--- config.mk ---
export PLATFORM = sky130hd
export DESIGN_NAME = rng_csr
export DESIGN_NICKNAME = d
export VERILOG_FILES = /design/src/rtl/rng_csr_pkg.sv /design/src/rtl/rng_out_words.sv /design/src/rtl/rng_status.sv /design/src/rtl/rng_cfg_regs.sv /design/src/rtl/rng_csr.sv
export SDC_FILE = /design/constraint.sdc
export NUM_CORES = 1
export LEC_CHECK = 0
export BUFFER_PORTS_ARGS = -buffer_cell sky130_fd_sc_hd__buf_4
export CORE_MARGIN = 4
export CORE_UTILIZATION = 52
export DETAILED_ROUTE_END_ITERATION = 6
export PLACE_DENSITY_LB_ADDON = 0.05
export SLEW_MARGIN = 20
export SYNTH_ARGS = -nofsm -noshare
export SYNTH_HDL_FRONTEND = slang
export SYNTH_SLANG_ARGS = --single-unit
--- constraint.sdc ---
create_clock -name clk -period 2.02 [get_ports clk]
set_input_delay 0.101 -clock clk [delete_from_list [all_inputs] [get_ports clk]]
set_output_delay 0.101 -clock clk [all_outputs]
set_load 0.02 [all_outputs]
--- src/rtl/rng_csr_pkg.sv ---
package rng_csr_pkg;
  localparam int OFS_STAT  = 'h10;
  localparam int OFS_CTRL  = 'h14;
  localparam int OFS_CFG   = 'h18;
  localparam int OFS_THR   = 'h1C;
  localparam int OFS_REV   = 'h7C;
  localparam int N_ALARM   = 7;
  localparam int READY_BIT = 0;
  localparam int EN_BIT    = 10;
  localparam int TEST_BIT  = 8;
  localparam logic [31:0] CTRL_KEEP = 32'h0000_05FE;
  localparam logic [31:0] CFG_KEEP  = 32'hFFFF_00FF;

  typedef struct packed {
    logic        enable;
    logic        test_mode;
    logic [15:0] max_refill;
    logic [7:0]  min_refill;
    logic [7:0]  alarm_thr;
  } gen_cfg_t;
endpackage

--- src/rtl/rng_out_words.sv ---
module rng_out_words #(
  parameter int NUM_WORDS = 4,
  parameter int WORD_W    = 32
) (
  input  logic                          clk,
  input  logic                          rst,
  input  logic                          load,
  input  logic [NUM_WORDS*WORD_W-1:0]   din,
  output logic [NUM_WORDS*WORD_W-1:0]   words
);
  for (genvar i = 0; i < NUM_WORDS; i++) begin : g_word
    always_ff @(posedge clk) begin
      if (rst)
        words[i*WORD_W +: WORD_W] <= '0;
      else if (load)
        words[i*WORD_W +: WORD_W] <= din[i*WORD_W +: WORD_W];
    end
  end
endmodule

--- src/rtl/rng_status.sv ---
module rng_status #(
  parameter int N_ALARM = 7
) (
  input  logic               clk,
  input  logic               rst,
  input  logic               set_ready,
  input  logic               clr_wr,
  input  logic [N_ALARM:0]   clr_data,
  input  logic [N_ALARM-1:0] alarm_evt,
  output logic [N_ALARM:0]   stat
);
  logic [N_ALARM:0] clr_mask;
  logic [N_ALARM:0] set_mask;

  always_comb begin
    clr_mask = clr_wr ? clr_data : '0;
    set_mask = {alarm_evt, set_ready};
  end

  always_ff @(posedge clk) begin
    if (rst) stat <= '0;
    else     stat <= (stat & ~clr_mask) | set_mask;
  end
endmodule

--- src/rtl/rng_cfg_regs.sv ---
module rng_cfg_regs
  import rng_csr_pkg::*;
#(
  parameter int ADDR_W = 7
) (
  input  logic              clk,
  input  logic              rst,
  input  logic              wr_en,
  input  logic [ADDR_W-1:0] wr_addr,
  input  logic [31:0]       wr_data,
  output logic [31:0]       ctrl_q,
  output logic [31:0]       cfg_q,
  output logic [7:0]        thr_q
);
  logic hit_ctrl, hit_cfg, hit_thr;

  always_comb begin
    hit_ctrl = wr_en && (wr_addr == ADDR_W'(OFS_CTRL));
    hit_cfg  = wr_en && (wr_addr == ADDR_W'(OFS_CFG));
    hit_thr  = wr_en && (wr_addr == ADDR_W'(OFS_THR));
  end

  always_ff @(posedge clk) begin
    if (rst) begin
      ctrl_q <= '0;
      cfg_q  <= '0;
      thr_q  <= '0;
    end else begin
      if (hit_ctrl) ctrl_q <= wr_data & CTRL_KEEP;
      if (hit_cfg)  cfg_q  <= wr_data & CFG_KEEP;
      if (hit_thr)  thr_q  <= wr_data[7:0];
    end
  end
endmodule

--- src/rtl/rng_csr.sv ---
module rng_csr
  import rng_csr_pkg::*;
#(
  parameter int          NUM_WORDS = 4,
  parameter int          WORD_W    = 32,
  parameter int          ADDR_W    = 7,
  parameter logic [3:0]  REV_MAJOR = 4'd2,
  parameter logic [3:0]  REV_MINOR = 4'd1,
  parameter logic [3:0]  REV_PATCH = 4'd3
) (
  input  logic                        clk,
  input  logic                        rst,
  input  logic                        wr_en,
  input  logic [ADDR_W-1:0]           wr_addr,
  input  logic [31:0]                 wr_data,
  input  logic                        rd_en,
  input  logic [ADDR_W-1:0]           rd_addr,
  output logic [31:0]                 rd_data,
  input  logic [NUM_WORDS*WORD_W-1:0] gen_word,
  input  logic                        gen_valid,
  input  logic [6:0]                  alarm_evt,
  output logic                        gen_req,
  output logic                        irq,
  output logic                        cfg_enable,
  output logic                        cfg_test_mode,
  output logic [15:0]                 cfg_max_refill,
  output logic [7:0]                  cfg_min_refill,
  output logic [7:0]                  cfg_alarm_thr
);
  localparam int          WORD_BYTES = WORD_W / 8;
  localparam logic [31:0] REV_VALUE  = {4'b0, REV_MAJOR, REV_MINOR, REV_PATCH, 16'b0};

  logic [NUM_WORDS*WORD_W-1:0] words;
  logic [N_ALARM:0]            stat_q;
  logic [31:0]                 ctrl_q;
  logic [31:0]                 cfg_q;
  logic [7:0]                  thr_q;
  logic                        load;
  logic                        stat_wr;
  logic [31:0]                 rd_mux;
  gen_cfg_t                    gcfg;

  always_comb begin
    load    = gen_valid && !stat_q[READY_BIT] && ctrl_q[EN_BIT];
    stat_wr = wr_en && (wr_addr == ADDR_W'(OFS_STAT));
  end

  rng_out_words #(.NUM_WORDS(NUM_WORDS), .WORD_W(WORD_W)) u_words (
    .clk(clk), .rst(rst), .load(load), .din(gen_word), .words(words)
  );

  rng_status #(.N_ALARM(N_ALARM)) u_status (
    .clk(clk), .rst(rst), .set_ready(load), .clr_wr(stat_wr),
    .clr_data(wr_data[N_ALARM:0]), .alarm_evt(alarm_evt), .stat(stat_q)
  );

  rng_cfg_regs #(.ADDR_W(ADDR_W)) u_cfg (
    .clk(clk), .rst(rst), .wr_en(wr_en), .wr_addr(wr_addr), .wr_data(wr_data),
    .ctrl_q(ctrl_q), .cfg_q(cfg_q), .thr_q(thr_q)
  );

  always_comb begin
    rd_mux = '0;
    for (int i = 0; i < NUM_WORDS; i++)
      if (rd_addr == ADDR_W'(i * WORD_BYTES))
        rd_mux = 32'(words[i*WORD_W +: WORD_W]);
    if (rd_addr == ADDR_W'(OFS_STAT)) rd_mux = 32'(stat_q);
    if (rd_addr == ADDR_W'(OFS_CTRL)) rd_mux = ctrl_q;
    if (rd_addr == ADDR_W'(OFS_CFG))  rd_mux = cfg_q;
    if (rd_addr == ADDR_W'(OFS_THR))  rd_mux = {24'b0, thr_q};
    if (rd_addr == ADDR_W'(OFS_REV))  rd_mux = REV_VALUE;
  end

  always_ff @(posedge clk) begin
    if (rst) begin
      rd_data <= '0;
      irq     <= 1'b0;
    end else begin
      rd_data <= rd_en ? rd_mux : '0;
      irq     <= |(stat_q[N_ALARM:1] & ctrl_q[N_ALARM:1]);
    end
  end

  always_comb begin
    gcfg.enable     = ctrl_q[EN_BIT];
    gcfg.test_mode  = ctrl_q[TEST_BIT];
    gcfg.max_refill = cfg_q[31:16];
    gcfg.min_refill = cfg_q[7:0];
    gcfg.alarm_thr  = thr_q;
    gen_req         = gcfg.enable && !stat_q[READY_BIT];
    cfg_enable      = gcfg.enable;
    cfg_test_mode   = gcfg.test_mode;
    cfg_max_refill  = gcfg.max_refill;
    cfg_min_refill  = gcfg.min_refill;
    cfg_alarm_thr   = gcfg.alarm_thr;
  end
endmodule

==> metrics.cfg, run 1 <==
[status]
status = finished clean

[worst_setup_path]
reg2reg_from = u_cfg.ctrl_q[10]$_SDFFE_PP0P_
startpoint_type = input port
path_cells = dlygate4sd3_1, buf_6, buf_12, a311oi_1, dlygate4sd3_1
crit_type = input port to flip-flop
critPathCaptureType = flip-flop
reg2reg_slack_ns = 0.42
cpMostUsedCell = dlygate4sd3_1
required_ns = 2.39
worst-r2r-cell-count = 5
cpMaxStageDelayCell = dlygate4sd3_1
path_max_fanout = 167
r2r-end = u_words.words[119]$_SDFFE_PP0P_
arrival_ns = 2.21
max_stage_delay_ns = 0.60

[floorplanning]
io_pins = 254
fp.dieArea_um2 = 18500
rows = 46
start_util_pct = 53.3
die_h_um = 136
core_um2 = 15900
dieWidth_um = 136

[synthesis]
synth_adder_area_share_pct = 0
synth_compound_area_share_pct = 20.2
synth.avg_cell_area_um2 = 8.30
synth.most_common_cell = nand2_1
synth-seq-area-share_pct = 49.4
synth-seq-cells = 210
synth-async-reset-ratio_pct = 0
yosys-top-cells-count = nand2_1, dfxtp_1, a21oi_1, clkbuf_1, nor2_1
netlist.area_leader.share_pct = 49.4
synth_ff_type = dfxtp_1
syn_area_um2 = 8500
synth_top_family_by_area = compound AO/OA/AOI/OAI gates
synth_edf_count = 0
synth_xor_area_share_pct = 0
syn_inst = 1025
ys_warn_count = 0
ys_top_cells_by_area = dfxtp_1, nand2_1, a21oi_1, mux2i_1, clkbuf_1
synth-simple-area-share_pct = 20.0
post-synth-top-area-cell = dfxtp_1
syn-num-nets = 1211
muxShareOfSynthArea_pct = 6.06
synth_cell_type_count = 57

[cts]
htreeDepth = 1
numCtsBuffers = 22
cts_root_buf = clkbuf_16
path_clk_slew_ns = 0.06
clock_latency_ns = 0.51
cts_resized = 0
cts_tree = built
clock_sinks = 210
ctsLongestPathBuffers = 3

[place]
io_buffers = 247
dp_cells = 1441
pre_cts_ws_ns = 0.268
dp_hpwl_um = 18500
placed_cell_area_um2 = 10600
gp_congestion = 0.833

[route]
vias = 9116
wirelength_um = 30400
drtAntennaViolNets = 0
drc = 0
route.met2.wl_um = 15600
drt_iter0_drc = 764
wl_met1_um = 11700
firstDrtPassIters = 5
drt-vias-per-instance = 5.54
wl_met3_um = 2180
top_layer = met4
wl_per_cell_um = 18.5

[power]
power_uw = 9410
total_leakage_power_uw = 0.00513
cellPowerDensity_nw_per_um2 = 721
ir_drop_v = 0.000713

[finish]
instances_no_fill = 1646
layout.nets = 1599
multi_input_area_um2 = 3950
area_growth_pct = 53.5
n_fill_cell = 1002
layout.area.seq_um2 = 4200
drive_above_1_share_pct = 23.8
finish.instance_area_um2 = 13100

[sta]
min_period_over_period_pct = 90.7
fin_tns_setup_ns = 0
fmax_mhz = 546
relSlewSlack_pct = 48.7
setup_ws_ns = 0.187
hold_violations = 0
clock_skew_ns = 0.0194
period_minus_slack_ns = 1.83
slew_viol_final = 0
worst_pin_slew_ns = 0.769
final-setup-viol-count = 0
rsz0062_at_grt = no

[global_routing]
grt_pass1_vias = 9213
grt_pass1_wl_um = 47300
track_usage_pct = 32.0
antenna_found_initial = 1
grt_overflow = 0
grt_max_degree = 168

[hold_path]
whs_path_depth = 4
holdPathEnd = rd_data[4]$_SDFF_PP0_
min-delay-start = rd_addr[6]
hold_class = input port to flip-flop

[job]
cap_violations = 0

## state kept, by name (all words and copies together), names as in the netlist
name / count
u_words.words: 128
rd_data: 32
u_cfg.cfg_q: 24
u_cfg.ctrl_q: 9
u_cfg.thr_q: 8
u_status.stat: 8
irq: 1
## report_power, final
part           total, uW  internal, uW  switching, uW  leakage [uW]
Combinational        879           523            355       0.00304
Clock               4360          2730           1630      0.000398
Sequential          4170          4160           13.3       0.00169
## per-layer routing
layer | vias up | GRT usage (%)
li1 | 4317 | -
met1 | 4312 | 38.5
met2 | 418 | 57.2
met3 | 69 | 5.88
met4 | 0 | 11.7
met5 | - | 0
## metrics by stage
stage	utilization, %	hold slack, ns
after floorplan	-	0.210
after global placement	66.6	0.325
after detailed placement	66.6	0.326
after CTS	81.9	0.0479
after global routing	81.9	0.0796
final	81.9	0.0640
## what timing repair did
item	CTS	global route
hold buffers	164	0
setup endpoints to repair	0	0
buffers inserted	0	0
hold endpoints to repair	177	0
## kinds of logic after synthesis
group | count (synthesis)
buffers and inverters | 89
multiplexers | 40
flip-flops | 210
AND/OR/NAND/NOR | 406
AO/OA/AOI/OAI | 280
## layout by cell type, fill, tap and decap left out, types with 15 or more instances in the layout
cell,count
dlygate4sd3_1,164
a21o_1,15
nand2_1,330
nor2_1,36
clkbuf_16,23
a21oi_1,176
o221ai_1,15
dfxtp_1,210
buf_4,272
a22oi_1,18
mux2i_1,29
## worst max path at each step
| stage | start | end | slack [ns] | depth (start not counted) |
|---|---|---|---|---|
| 2_1_floorplan | u_cfg.ctrl_q[10]$_SDFFE_PP0P_ | u_words.words[28]$_SDFFE_PP0P_ | 0.11 | 6 |
| 3_3_place_gp | rd_addr[3] | rd_data[18]$_SDFF_PP0_ | 0.32 | 7 |
| 3_5_place_dp | rd_addr[3] | rd_data[19]$_SDFF_PP0_ | 0.27 | 7 |
| 4_1_cts | rst | u_status.stat[4]$_SDFF_PP0_ | 0.28 | 5 |
| 5_1_grt | rst | u_status.stat[4]$_SDFF_PP0_ | 0.10 | 5 |
| 6_report | rst | u_status.stat[4]$_SDFF_PP0_ | 0.19 | 5 |
## worst max-delay path: cells and delay by family
family	cells	cell delay, ns
AO/OA/AOI/OAI	1	0.14
buffers and inverters	4	1.88
## layout make-up
type | count | share of cell area [%]
Inverter | 11 | 0.316
Antenna cell | 1 | 0.0192
Multi-Input combinational cell | 726 | 30.3
Sequential cell | 210 | 32.2
Timing Repair Buffer | 442 | 29.1
Clock inverter | 11 | 1.19
Clock buffer | 29 | 4.89
Tap cell | 216 | 2.07
No activity file was read; power rests on OpenSTA's default activity.
==> run 2: changes to the inputs <==
--- a/config.mk
+++ b/config.mk
@@ -7,10 +7,11 @@
 export LEC_CHECK = 0
 export BUFFER_PORTS_ARGS = -buffer_cell sky130_fd_sc_hd__buf_4
 export CORE_MARGIN = 4
-export CORE_UTILIZATION = 52
+export CORE_UTILIZATION = 40
 export DETAILED_ROUTE_END_ITERATION = 6
 export PLACE_DENSITY_LB_ADDON = 0.05
 export SLEW_MARGIN = 20
 export SYNTH_ARGS = -nofsm -noshare
 export SYNTH_HDL_FRONTEND = slang
+export SYNTH_HIERARCHICAL = 1
 export SYNTH_SLANG_ARGS = --single-unit
==> run 2 against run 1 <==
Against the previous run:
- first-iteration DRC count shrank 27%
- cell area grew 10%
- routed wire length grew 3.6%
- critical path depth is the same
- core utilization shrank 23 points
- hold slack lost 0.032 ns
- power grew 0.91%
- register-to-register slack lost 0.07 ns
- die area grew 51%
- via count shrank 5.0%
- combinational power grew 18%
- clock-buffer cell count grew 7
==> metrics.cfg, run 2 <==
[finish]
area_growth_pct = 42.1
drive_above_1_share_pct = 24.1  ; +0.32 points
antenna_cells = 0  ; -1
top_register = u_words/words
final_cell_mix = buf_4, dfxtp_1, mux2i_1
instances_no_fill = 1767  ; +7.4%
final_common_cell = buf_4
largest_reg_flops = 128  ; unchanged
reg.largest.list = u_words/words (128), rd_data (32), u_cfg/cfg_q (24)
layout.nets = 1611  ; +0.75%
multi_input_area_um2 = 5100  ; +29%
layout.area.seq_um2 = 4200  ; unchanged
n_fill_cell = 2167  ; +120%

[synthesis]
syn_inst = 1038  ; +1.3%
synth-async-reset-ratio_pct = 0  ; unchanged
synth_cell_type_count = 65  ; +14%
ys_warn_count = 6  ; +6
synth.avg_cell_area_um2 = 9.76  ; +18%
ys_top_cells_by_area = dfxtp_1, mux2i_1, nor2_1, nand2b_1, buf_12
synth-seq-area-share_pct = 41.5  ; -7.9 points
yosys-top-cells-count = dfxtp_1, mux2i_1, nor2_1, nand2b_1, a21oi_1
post-synth-top-area-cell = dfxtp_1
synth.most_common_cell = dfxtp_1
syn_area_um2 = 10100  ; +19%
synth-seq-cells = 210  ; unchanged
netlist.area_leader.share_pct = 41.5  ; -7.9 points
synth_ff_type = dfxtp_1
synth_edf_count = 0  ; unchanged

[route]
drt-vias-per-instance = 4.90  ; -12%
firstDrtPassIters = 5  ; unchanged
wl_per_cell_um = 17.8  ; -3.5%
vias = 8660  ; -5.0%
drc = 0  ; unchanged
drt_iter0_drc = 557  ; -27%
drtAntennaViolNets = 0  ; unchanged
wirelength_um = 31500  ; +3.6%

[floorplanning]
die_h_um = 167  ; +23%
rows = 57  ; +24%
dieWidth_um = 167  ; +23%
start_util_pct = 41.2  ; -12 points
io_pins = 254  ; unchanged
fp.dieArea_um2 = 27900  ; +51%
core_um2 = 24600  ; +54%

[sta]
clock_skew_ns = 0.0141  ; -0.00536 ns
relSlewSlack_pct = 37.3  ; -11 points
slew_viol_final = 0  ; unchanged
final-setup-viol-count = 0  ; unchanged
min_period_over_period_pct = 85.2  ; -5.5 points
fin_tns_setup_ns = 0  ; unchanged
worst_pin_slew_ns = 0.941  ; +0.172 ns
rsz0062_at_grt = no
fmax_mhz = 581  ; +6.5%
hold_violations = 0  ; unchanged
period_minus_slack_ns = 1.72  ; -0.112 ns

[cts]
holdBufCountCts = 164  ; unchanged
cts_root_buf = clkbuf_16
cts_resized = 0  ; unchanged
cts_tree = built
post_cts_buffers = 0  ; unchanged
clock_latency_ns = 0.52  ; about the same
ctsLongestPathBuffers = 3  ; unchanged
htreeDepth = 1  ; unchanged
path_clk_slew_ns = 0.06  ; about the same
clock_sinks = 210  ; unchanged
numCtsBuffers = 25  ; +14%

[global_routing]
antenna_found_initial = 0  ; -1
grt_pass1_wl_um = 48600  ; +2.7%
grt_overflow = 0  ; unchanged
grt_max_degree = 206  ; +23%
grt_pass1_vias = 8647  ; -6.1%
track_usage_pct = 21.3  ; -11 points

[worst_setup_path]
worstSetupStartpoint = rd_addr[1]
reg2reg_from = u_cfg/ctrl_q[10]$_SDFFE_PP0P_
worst-r2r-cell-count = 5  ; unchanged
critPathCaptureType = flip-flop
reg2reg_slack_ns = 0.35  ; -0.07 ns
path_max_fanout = 8  ; -95%
arrival_ns = 2.11  ; -0.10 ns
r2r-end = u_words/words[60]$_SDFFE_PP0P_
required_ns = 2.41  ; +0.02 ns
crit_type = input port to flip-flop
startpoint_type = input port

[power]
swShare_pct = 23.2  ; +2.0 points
cellPowerDensity_nw_per_um2 = 659  ; -8.5%
p_clk_share_pct = 45.1  ; -1.2 points
comb_power_share_pct = 11.0  ; +1.7 points
total_leakage_power_uw = 0.00568  ; +11%
ir_drop_v = 0.000424  ; -40%
p_seq_share_pct = 44.0  ; -0.3 points
p_int_uw = 7290  ; -1.6%
p_switching_uw = 2200  ; +10%

[place]
dp_hpwl_um = 21400  ; +16%
io_buffers = 247  ; unchanged
dp_cells = 1558  ; +8.1%
gp_congestion = 0.822  ; -1.3%

[hold_path]
min-delay-start = rd_en
hold_class = input port to flip-flop
whs_path_depth = 4  ; unchanged
holdPathEnd = rd_data[25]$_SDFF_PP0_

[status]
status = finished clean

[job]
cap_violations = 0  ; unchanged

-- run 2: logic make-up after synthesis --
family | count (synthesis) | share of synthesized area (%)
compound gates | 184 | 12.1
xor+xnor | 1 | 0.0865
buf+inv | 125 | 9.34
flops | 210 | 41.5
mux | 203 | 20.3
other cells | 1 | 0.0370
simple gates | 314 | 16.6
-- run 2: critical path: stages --
cell	delay, ns
dlygate4sd3_1	0.54
buf_4	0.16
or4b_1	0.69
o211ai_1	0.48
a21oi_1	0.13
-- run 2: metrics by stage --
stage | area, um^2 | total power [uW] | setup WS (ns) | hold WS (ns) | utilization (%)
floorplan | 10200 | 4670 | 0.187 | 0.170 | -
global placement | 12000 | 5040 | 0.320 | 0.320 | 48.6
detailed placement | 12000 | 5040 | 0.293 | 0.327 | 48.6
CTS | 14400 | 9630 | 0.348 | 0.0000727 | 58.5
global route | 14400 | 9870 | 0.186 | 0.0252 | 58.5
finish | 14400 | 9490 | 0.299 | 0.0320 | 58.5
-- run 2: worst max path at each step --
stage	endpoint	slack [ns]	depth (start not counted)
floorplan	u_words/words[0]$_SDFFE_PP0P_	0.19	6
global placement	rd_data[1]$_SDFF_PP0_	0.32	6
detailed placement	rd_data[1]$_SDFF_PP0_	0.29	6
CTS	rd_data[11]$_SDFF_PP0_	0.35	7
global route	u_words/words[29]$_SDFFE_PP0P_	0.19	5
finish	rd_data[9]$_SDFF_PP0_	0.30	5
-- run 2: cell type report --
| type | count | area share [%] |
|---|---|---|
| clock buffer | 36 | 5.12 |
| multi-input combinational | 733 | 35.4 |
| inverter | 14 | 0.365 |
| tap | 324 | 2.82 |
| sequential | 210 | 29.2 |
| clock inverter | 9 | 0.356 |
| timing repair buffer | 441 | 26.7 |
-- run 2: power by group through the flow --
stage                     Combinational, uW  Clock [uW]  Sequential [uW]
final                                  1040        4280             4170
after global routing                   1120        4570             4170
after CTS                              1040        4420             4170
after detailed placement                775           0             4270
after global placement                  772           0             4270
after floorplan                         406           0             4260
-- run 2: per-layer routing --
metal | up-vias | global-route usage [%] | part of all wire (%)
li1 | 4343 | - | -
met1 | 4040 | 31.4 | 48
met2 | 248 | 32.8 | 44
met3 | 29 | 4.43 | 6.4
met5 | - | 0 | 0
met4 | 0 | 3.67 | 1.3
